<file path="src/rtl/lfm_pkg.sv">
package lfm_pkg;
  localparam int FAULT_TYPES = 4;
  typedef enum logic [1:0] {
    FT_OC = 2'd0,
    FT_OL = 2'd1,
    FT_SG = 2'd2,
    FT_OT = 2'd3
  } fault_e;
endpackage

</file>
<file path="src/rtl/lfm_tick_gen.sv">
module lfm_tick_gen #(
  parameter int DIV = 154
) (
  input  logic clk,
  input  logic rst_n,
  output logic tick_o
);
  localparam int CW = (DIV > 1) ? $clog2(DIV) : 1;
  localparam logic [CW-1:0] LAST = CW'(DIV - 1);

  logic [CW-1:0] cnt_q, cnt_d;
  logic          tick_q, tick_d;

  always_comb begin
    if (cnt_q == LAST) begin
      cnt_d  = '0;
      tick_d = 1'b1;
    end else begin
      cnt_d  = cnt_q + 1'b1;
      tick_d = 1'b0;
    end
  end

  always_ff @(posedge clk or negedge rst_n) begin
    if (!rst_n) begin
      cnt_q  <= '0;
      tick_q <= 1'b0;
    end else begin
      cnt_q  <= cnt_d;
      tick_q <= tick_d;
    end
  end

  assign tick_o = tick_q;

  generate
    if (DIV > 1) begin : g_chk
      // ticks are isolated single-clock pulses
      a_r2_tick_single: assert property (@(posedge clk) disable iff (!rst_n)
        tick_q |=> !tick_q);
    end
  endgenerate
endmodule

</file>
<file path="src/rtl/lfm_filter.sv">
module lfm_filter #(
  parameter int WIN = 4
) (
  input  logic clk,
  input  logic rst_n,
  input  logic tick_i,
  input  logic en_i,
  input  logic restart_i,
  output logic hit_o
);
  localparam int CW = $clog2(WIN + 1);
  localparam logic [CW-1:0] FULL = CW'(WIN);

  logic [CW-1:0] cnt_q, cnt_d;

  always_comb begin
    cnt_d = cnt_q;
    if (restart_i || !en_i) begin
      cnt_d = '0;
    end else if (tick_i && (cnt_q != FULL)) begin
      cnt_d = cnt_q + 1'b1;
    end
  end

  always_ff @(posedge clk or negedge rst_n) begin
    if (!rst_n) begin
      cnt_q <= '0;
    end else begin
      cnt_q <= cnt_d;
    end
  end

  assign hit_o = en_i && !restart_i && (cnt_q == FULL);

  // a completed window implies the flag was already qualified a clock earlier
  a_r3_hit_has_history: assert property (@(posedge clk) disable iff (!rst_n)
    hit_o |-> $past(en_i));
endmodule

</file>
<file path="src/rtl/lfm_channel.sv">
module lfm_channel
  import lfm_pkg::*;
#(
  parameter int OC_TICKS = 4,
  parameter int OL_TICKS = 64,
  parameter int SG_TICKS = 60,
  parameter int OT_TICKS = 8
) (
  input  logic                   clk,
  input  logic                   rst_n,
  input  logic                   tick_i,
  input  logic                   clr_i,
  input  logic                   cmd_n_i,
  input  logic                   oc_i,
  input  logic                   ol_i,
  input  logic                   sg_i,
  input  logic                   ot_i,
  output logic                   gate_o,
  output logic [FAULT_TYPES-1:0] fail_o
);
  localparam int WINS [FAULT_TYPES] = '{OC_TICKS, OL_TICKS, SG_TICKS, OT_TICKS};

  logic                   cmd_on_q, cmd_on_d;
  logic                   sd_q, sd_d;
  logic [FAULT_TYPES-1:0] fail_q, fail_d;
  logic [FAULT_TYPES-1:0] en, hit;
  logic                   restart;

  assign cmd_on_d = ~cmd_n_i;
  assign restart  = (cmd_on_d != cmd_on_q) || clr_i;

  always_comb begin
    en        = '0;
    en[FT_OC] = cmd_on_q & ~sd_q & oc_i;
    en[FT_OL] = ~cmd_on_q & ol_i;
    en[FT_SG] = ~cmd_on_q & sg_i;
    en[FT_OT] = ot_i;
  end

  generate
    for (genvar k = 0; k < FAULT_TYPES; k++) begin : g_flt
      lfm_filter #(.WIN(WINS[k])) u_flt (
        .clk       (clk),
        .rst_n     (rst_n),
        .tick_i    (tick_i),
        .en_i      (en[k]),
        .restart_i (restart),
        .hit_o     (hit[k])
      );
    end
  endgenerate

  always_comb begin
    if (clr_i) begin
      fail_d = '0;
      sd_d   = 1'b0;
    end else begin
      fail_d = fail_q | hit;
      sd_d   = cmd_on_q & (sd_q | hit[FT_OC] | hit[FT_OT]);
    end
  end

  always_ff @(posedge clk or negedge rst_n) begin
    if (!rst_n) begin
      cmd_on_q <= 1'b0;
      sd_q     <= 1'b0;
      fail_q   <= '0;
    end else begin
      cmd_on_q <= cmd_on_d;
      sd_q     <= sd_d;
      fail_q   <= fail_d;
    end
  end

  assign gate_o = cmd_on_q & ~sd_q & ~clr_i;
  assign fail_o = fail_q;

  // the gate is only on if the command was asserted one clock earlier
  a_r1_gate_needs_cmd: assert property (@(posedge clk) disable iff (!rst_n)
    gate_o |-> $past(!cmd_n_i));
  // a completed overcurrent window turns the gate off next clock
  a_r3_oc_gate_off: assert property (@(posedge clk) disable iff (!rst_n)
    (hit[FT_OC] && !clr_i) |=> !gate_o);
  // open-load bit only rises after a commanded-off clock
  a_r4_ol_when_off: assert property (@(posedge clk) disable iff (!rst_n)
    $rose(fail_q[FT_OL]) |-> $past(!cmd_on_q));
  // releasing the command frees the shutdown latch
  a_r7_release_clears: assert property (@(posedge clk) disable iff (!rst_n)
    !cmd_on_q |=> !sd_q);
  // no bit falls without a clear
  a_r9_fail_sticky: assert property (@(posedge clk) disable iff (!rst_n)
    !clr_i |=> ((fail_q & $past(fail_q)) == $past(fail_q)));
  // a clear empties the failure bits
  a_r10_clear_empties: assert property (@(posedge clk) disable iff (!rst_n)
    clr_i |=> (fail_q == '0));
endmodule

</file>
<file path="src/rtl/load_fault_monitor.sv">
module load_fault_monitor
  import lfm_pkg::*;
#(
  parameter int NCH      = 4,
  parameter int TICK_DIV = 154,
  parameter int OC_TICKS = 4,
  parameter int OL_TICKS = 64,
  parameter int SG_TICKS = 60,
  parameter int OT_TICKS = 8
) (
  input  logic                       clk,
  input  logic                       rst_n,
  input  logic                       nres_n,
  input  logic                       uv_rst,
  input  logic [NCH-1:0]             cmd_n,
  input  logic [NCH-1:0]             oc_flag,
  input  logic [NCH-1:0]             ol_flag,
  input  logic [NCH-1:0]             sg_flag,
  input  logic [NCH-1:0]             ot_flag,
  output logic [NCH-1:0]             gate_en,
  output logic [FAULT_TYPES*NCH-1:0] fail_bits
);
  logic [1:0] rst_sync_q;
  logic       rst_int_n;
  logic       clr_q, clr_d;
  logic       tick;

  always_ff @(posedge clk or negedge rst_n) begin
    if (!rst_n) begin
      rst_sync_q <= 2'b00;
    end else begin
      rst_sync_q <= {rst_sync_q[0], 1'b1};
    end
  end
  assign rst_int_n = rst_sync_q[1];

  assign clr_d = ~nres_n | uv_rst;

  always_ff @(posedge clk or negedge rst_int_n) begin
    if (!rst_int_n) begin
      clr_q <= 1'b0;
    end else begin
      clr_q <= clr_d;
    end
  end

  lfm_tick_gen #(.DIV(TICK_DIV)) u_tick (
    .clk    (clk),
    .rst_n  (rst_int_n),
    .tick_o (tick)
  );

  generate
    for (genvar i = 0; i < NCH; i++) begin : g_ch
      lfm_channel #(
        .OC_TICKS (OC_TICKS),
        .OL_TICKS (OL_TICKS),
        .SG_TICKS (SG_TICKS),
        .OT_TICKS (OT_TICKS)
      ) u_ch (
        .clk     (clk),
        .rst_n   (rst_int_n),
        .tick_i  (tick),
        .clr_i   (clr_q),
        .cmd_n_i (cmd_n[i]),
        .oc_i    (oc_flag[i]),
        .ol_i    (ol_flag[i]),
        .sg_i    (sg_flag[i]),
        .ot_i    (ot_flag[i]),
        .gate_o  (gate_en[i]),
        .fail_o  (fail_bits[FAULT_TYPES*i +: FAULT_TYPES])
      );
    end
  endgenerate

  // an asserted clear input turns every gate off within two clocks
  a_r10_clear_gates_off: assert property (@(posedge clk) disable iff (!rst_int_n)
    clr_d |=> (clr_q && (gate_en == '0)));
endmodule

</file>
<file path="config.mk">
export PLATFORM = sky130hd
export DESIGN_NAME = load_fault_monitor
export DESIGN_NICKNAME = d
export VERILOG_FILES = /design/src/rtl/lfm_pkg.sv /design/src/rtl/lfm_tick_gen.sv /design/src/rtl/lfm_filter.sv /design/src/rtl/lfm_channel.sv /design/src/rtl/load_fault_monitor.sv
export SDC_FILE = /design/constraint.sdc
export NUM_CORES = 1
export LEC_CHECK = 0
export BUFFER_PORTS_ARGS = -buffer_cell sky130_fd_sc_hd__buf_2
export CORE_MARGIN = 4
export CORE_UTILIZATION = 32
export CTS_CLUSTER_SIZE = 10
export DETAILED_ROUTE_END_ITERATION = 7
export GPL_ROUTABILITY_DRIVEN = 1
export PLACE_DENSITY = 0.59
export REMOVE_ABC_BUFFERS = 1
export SETUP_SLACK_MARGIN = 0.2
export SYNTH_ARGS = -nofsm -noshare
export SYNTH_HDL_FRONTEND = slang
export SYNTH_SLANG_ARGS = --single-unit
</file>
<file path="constraint.sdc">
create_clock -name clk -period 4.87 [get_ports clk]
set_clock_uncertainty 0.1 [all_clocks]
set_input_delay 0.2435 -clock clk [delete_from_list [all_inputs] [get_ports clk]]
set_output_delay 0.2435 -clock clk [all_outputs]
set_load 0.03 [all_outputs]
</file>
==> results of run 1 <==
[cell usage after synthesis (all sizes together) (5+ instances only)]
cell type,instances
a21boi,5
a21oi,48
a311oi,6
a31oi,17
a41oi,5
and2,5
and3,9
and4,7
and4bb,7
buf,12
clkbuf,5
dfrtp,116
ha,34
inv,65
mux2i,19
nand2,74
nand3,22
nand4,20
nor2,36
nor3b,6
o21ai,30
or3,11
xor2,19
[per-layer routing]
layer	track usage (%)	routed length (µm)	part of all wire, %	vias up
met4	4.80	146	1.2	0
met1	16.9	6390	51	2240
met5	0	0	0	-
li1	-	-	-	2318
met2	18.6	5650	45	59
met3	3.20	396	3.1	12
[sequential cells by signal, summed over array words and instances (netlist names)]
name                         count
g_ch.u_ch.g_flt.u_flt.cnt_q     80
g_ch.u_ch.fail_o                16
u_tick.cnt_q                     8
g_ch.u_ch.cmd_on_q               4
g_ch.u_ch.sd_q                   4
rst_sync_q                       2
clr_q                            1
u_tick.tick_o                    1
[metrics by stage]
| stage | cell area [µm²] | power, µW | utilization [%] | instances | worst slack, ns |
|---|---|---|---|---|---|
| finish | 7280 | 2390 | 38.8 | 931 | 2.61 |
| global route | 7280 | 2480 | 38.8 | 931 | 2.40 |
| CTS | 7280 | 2430 | 38.8 | 931 | 2.58 |
| detailed placement | 6570 | 1050 | 35.0 | 892 | 2.60 |
| global placement | 6570 | 1050 | 35.0 | 892 | 2.62 |
| floorplan | 6020 | 1020 | - | 611 | 1.30 |
[how the worst max path moves through the flow]
stage                                                end           from  slack [ns]  cells past startpoint
CTS                 g_ch[3].u_ch.g_flt[3].u_flt.cnt_q[2]  u_tick.tick_o        2.58                      4
finish              g_ch[3].u_ch.g_flt[3].u_flt.cnt_q[2]  u_tick.tick_o        2.61                      4
detailed placement  g_ch[3].u_ch.g_flt[3].u_flt.cnt_q[2]  u_tick.tick_o        2.60                      4
floorplan                                          clr_q  rst_sync_q[1]        1.30                      0
global route        g_ch[3].u_ch.g_flt[3].u_flt.cnt_q[2]  u_tick.tick_o        2.40                      4
global placement    g_ch[0].u_ch.g_flt[3].u_flt.cnt_q[2]  u_tick.tick_o        2.62                      4
[where the power goes]
| part | internal [µW] | switching (µW) |
|---|---|---|
| registers | 968 | 14.2 |
| clock network | 923 | 426 |
| logic | 22.2 | 35.5 |
| total | 1910 | 476 |
[area by class of cell]
cell class | count | area, µm²
fillers | 1873 | 11500
inverters | 65 | 244
repair buffers | 54 | 315
clock inverters | 8 | 145
well taps | 234 | 293
flip-flops and latches | 116 | 2910
multi-input cells | 430 | 2880
clock buffers | 24 | 502
[cell families after synthesis]
logic type	after synthesis	synth area share [%]
buffers and inverters	82	5.56
multiplexers	19	3.11
flip-flops	116	47.4
AND/OR/NAND/NOR	229	21.3
AO/OA/AOI/OAI	124	12.3
XOR/XNOR	23	3.29
other	1	0.0613
adder cells (fa/ha/maj)	34	6.95
[critical path, delay by kind of cell (launching register included)]
kind | cells | cell delay [ns]
buf+inv | 2 | 0.97
compound gates | 1 | 0.17
simple gates | 1 | 0.62
flops | 1 | 0.32
==> metrics.csv, run 1 <==
stage,metric,value,unit
status,status,"complete, no violations",
cts,"Hold-fix buffers, CTS",7,
power_and_ir_drop,leakage,0.00304,µW
floorplan,die area,21400,µm²
cts,CTS tree,done,
floorplan,die width,146,µm
cts,"Reg clk slew, reported paths",0.05,ns
cts,Post-CTS Setup Inserts,0,
layout,most frequent cells in the layout,"114 x dfrtp_1, 74 x nand2_1, 65 x inv_1",
layout,"commonest non-fill, non-tap cell in the layout",dfrtp_1,
global_routing,aggregate global-route resource usage,12.3,%
floorplan,# IOs,44,
layout,P&R area growth vs syn,19.0,%
routing,ANT nets after route,0,
critical_path,critical path arrival,2.48,ns
routing,vias,4629,
global_routing,gr ovfl total,0,
critical_path,CP Max Fanout,49,
critical_path,WP data required,5.10,ns
place,post-DP HPWL,8510,µm
cts,Post-CTS Resized,0,
sta,period utilization,46.3,%
synth,#FFs+latches synth,116,
global_routing,largest net degree at the start of global routing,50,
critical_path,crit path kind,register to register,
global_routing,vias in the first global route,4450,
cts,CTS Sinks,116,
synth,largest cells by area after synthesis,"dfrtp_1 47%, ha_1 7.0%, nand2_1 4.5%",
critical_path,path depth of the worst reg2reg path,4,
synth,"EDFF count, synth",0,
layout,net count reported at finish,742,
sta,final hold slack,0.0480,ns
synth,asr flop ratio synth,100,%
sta,worst-margin pin slew,0.903,ns
critical_path,Crit Reg-Reg Endpoint,g_ch[3].u_ch.g_flt[3].u_flt.cnt_q[2],
hold_path,min-delay worst type,input port to async pin,
critical_path,reg2reg start,u_tick.tick_o,
cts,clock latency at the later pin of the worst-skew pair,0.41,ns
routing,# DRC,0,
sta,Fin. Hold Viols,0,
floorplan,Core Area,18800,µm²
synth,Yosys top cell by area,dfrtp_1,
synth,post-synth cell types,47,
floorplan,Rows,50,
critical_path,CP max-delay cell,or4_1,
routing,starting DRC count in detailed routing,294,
critical_path,nature of the critical path endpoint,register,
synth,Yosys warning total,0,
sta,max-slew violation count,0,
critical_path,CP peak stage delay,0.62,ns
critical_path,R2R Setup Slk,2.61,ns
synth,mean post-synth cell area,9.75,µm²
layout,layout cells sized above 1,13.9,%
critical_path,Worst setup SP type,register,
power_and_ir_drop,Max IR drop VDD,243,µV
sta,Slew headroom,39.7,%
routing,router iterations before antenna repair,4,
cts,Clk Tree Root Cell,clkbuf_16,
routing,vias per inst,4.97,
sta,Finish-stage setup viols,0,
floorplan,die height,146,µm
synth,Cells after Synth,628,
sta,Setup TNS Final,0,ns
floorplan,initial core utilization,32.6,%
synth,"Cell Area, Synth",6120,µm²
cts,H-Tree Depth,4,
cts,clk buf depth,2,
place,Buffers on Ports,43,
critical_path,critical path cell sequence,buf_4 > inv_1 > or4_1 > a21oi_1,
routing,wire length per cell,13.5,µm
synth,post-synthesis sequential area ratio,47.4,%
global_routing,initial antenna violation count,0,
synth,Yosys top cell area share,47.4,%
layout,n_diodes,0,
sta,FMAX,0.443,GHz
synth,"Top FF cell, synth",dfrtp_1,
sta,RSZ-0062 raised after global routing,no,
flow_run,max cap viols,0,
routing,final wirelength,12600,µm
cts,TritonCTS buffer count,17,
place,GPL Wtd Cong,0.741,
sta,minimum clock period,2.26,ns
global_routing,global-route wire length before repair,21500,µm
power_and_ir_drop,PwrDens,328,nW/µm²
No activity file was read; power rests on OpenSTA's default activity.
==> run 2: changes to the inputs <==
- clock period: 4.87 -> 2.35 ns (I/O delays scaled with it)
==> metrics.csv, run 2 (same netlist as run 1, synthesis figures left out) <==
stage,metric,value,unit,change
sta,max-slew violation count,0,,unchanged
floorplan,die height,146,µm,unchanged
power_and_ir_drop,Max IR drop VDD,532,µV,+120%
layout,"commonest non-fill, non-tap cell in the layout",dfrtp_1,,
sta,Fin. Hold Viols,0,,unchanged
floorplan,die width,146,µm,unchanged
routing,starting DRC count in detailed routing,198,,-33%
cts,H-Tree Depth,4,,unchanged
global_routing,largest net degree at the start of global routing,58,,+16%
place,Place WS,0.587,ns,-2.01 ns
sta,Slew headroom,52.1,%,+12 points
routing,final wirelength,12700,µm,+1.1%
sta,worst-margin pin slew,0.718,ns,-0.185 ns
floorplan,Core Area,18800,µm²,unchanged
sta,RSZ-0062 raised after global routing,no,,
cts,"Hold-fix buffers, CTS",19,,+12
power_and_ir_drop,leakage,0.00311,µW,+2.5%
critical_path,CP peak stage delay,0.66,ns,+0.04 ns
cts,CTS tree,done,,
sta,final hold slack,0.0473,ns,-0.000748 ns
routing,wire length per cell,13.4,µm,-0.58%
critical_path,critical path cell sequence,nor3b_4 > buf_2,,
floorplan,die area,21400,µm²,unchanged
global_routing,initial antenna violation count,0,,unchanged
sta,minimum clock period,1.85,ns,
cts,CTS Sinks,116,,unchanged
routing,vias per inst,4.91,,-1.2%
routing,# DRC,0,,unchanged
cts,clk buf depth,2,,unchanged
routing,router iterations before antenna repair,4,,unchanged
sta,period utilization,78.8,%,
global_routing,global-route wire length before repair,22500,µm,+4.3%
global_routing,gr ovfl total,0,,unchanged
layout,P&R area growth vs syn,21.4,%,
layout,Final Core Density,39.6,%,+0.77 points
layout,n_diodes,0,,unchanged
critical_path,Worst setup SP type,register,,
place,GPL Wtd Cong,0.777,,+4.8%
routing,vias,4652,,+0.50%
routing,ANT nets after route,0,,unchanged
power_and_ir_drop,Power Total,4810,µW,+100%
layout,Largest register FFs,80,,unchanged
critical_path,nature of the critical path endpoint,output pin,,
sta,final setup margin,0.497,ns,-2.12 ns
layout,net count reported at finish,758,,+2.2%
layout,most frequent cells in the layout,"114 x dfrtp_1, 74 x nand2_1, 65 x inv_1",,
layout,layout cells sized above 1,14.2,%,+0.25 points
critical_path,crit path kind,register to output pin,,
status,status,"complete, no violations",,
cts,Post-CTS Setup Inserts,0,,unchanged
sta,Finish-stage setup viols,0,,unchanged
critical_path,WP data required,2.13,ns,-2.97 ns
critical_path,CP max-delay cell,dfrtp_2,,
place,Buffers on Ports,43,,unchanged
cts,Post-CTS Resized,0,,unchanged
cts,Clk Tree Root Cell,clkbuf_16,,
critical_path,critical path arrival,1.64,ns,-0.84 ns
floorplan,# IOs,44,,unchanged
global_routing,aggregate global-route resource usage,12.8,%,+0.45 points
place,# placed instances,896,,+0.45%
cts,TritonCTS buffer count,17,,unchanged
critical_path,CP Max Fanout,34,,-31%
place,post-DP HPWL,8800,µm,+3.4%
floorplan,Rows,50,,unchanged
sta,FMAX,0.540,GHz,
layout,fillcell total,1896,,+1.2%
flow_run,max cap viols,0,,unchanged
global_routing,vias in the first global route,4663,,+4.8%
cts,"Reg clk slew, reported paths",0.05,ns,about the same
power_and_ir_drop,PwrDens,647,nW/µm²,+97%
layout,Finished Layout Cells,947,,+1.7%
hold_path,min-delay worst type,input port to register,,
cts,clock latency at the later pin of the worst-skew pair,0.41,ns,about the same
floorplan,initial core utilization,32.6,%,unchanged
layout,largest register by flop count,g_ch.u_ch.g_flt.u_flt.cnt_q,,
[run 2: changes by cell type in the layout (fill, tap and decap cells not counted), moves of 2 or more]
| cell | before | now |
|---|---|---|
| clkinv_2 | 2 | 6 |
| clkinvlp_4 | 2 | 0 |
| dlygate4sd3_1 | 7 | 19 |
| buf_12 | 0 | 3 |
| clkbuf_8 | 5 | 3 |
[run 2: path summary, 6_finish.rpt]
check                              start  cells past startpoint                                   end  slack (ns)
min in group asynchronous  rst_sync_q[1]                      0                 g_ch[1].u_ch.cmd_on_q        0.08
max reg2reg                        clr_q                      3  g_ch[2].u_ch.g_flt[1].u_flt.cnt_q[2]        0.59
max                                clr_q                      2                            gate_en[0]        0.50
min                           ot_flag[1]                      4                g_ch[1].u_ch.fail_o[3]        0.05
max in group asynchronous  rst_sync_q[1]                      1  g_ch[2].u_ch.g_flt[1].u_flt.cnt_q[6]        1.50
min reg2reg                rst_sync_q[1]                      0                 g_ch[1].u_ch.cmd_on_q        0.08
[run 2: critical path: cells and delay by family, from the launching register on]
family | cells | cell delay [ns]
buf+inv | 1 | 0.24
simple gates | 1 | 0.31
flops | 1 | 0.66
[run 2: layer usage]
metal	routed length, µm	global-route usage (%)
met3	391	3.26
met1	6360	17.3
met5	0	0
met4	156	5.03
met2	5820	19.7
[run 2: final cells by class]
type	instances	area, µm²	area share, %
clock buffers	22	474	6.38
clock inverters	10	129	1.73
inverters	65	244	3.28
multi-input cells	430	2880	38.7
flip-flops and latches	116	2910	39.1
well taps	234	293	3.94
repair buffers	70	503	6.77
[run 2: power breakdown]
group | switching (µW) | internal (µW) | total [µW] | leakage, µW
sequential | 22.3 | 2010 | 2030 | 0.00159
combinational | 84.3 | 65.9 | 150 | 0.00122
clock | 890 | 1740 | 2630 | 0.000303
[run 2: through the flow]
| step | TNS, ns | instance area, µm² |
|---|---|---|
| floorplan | -139.18 | 6020 |
| global placement | 0 | 6640 |
| detailed placement | 0 | 6640 |
| CTS | 0 | 7430 |
| global route | 0 | 7430 |
| finish | 0 | 7430 |
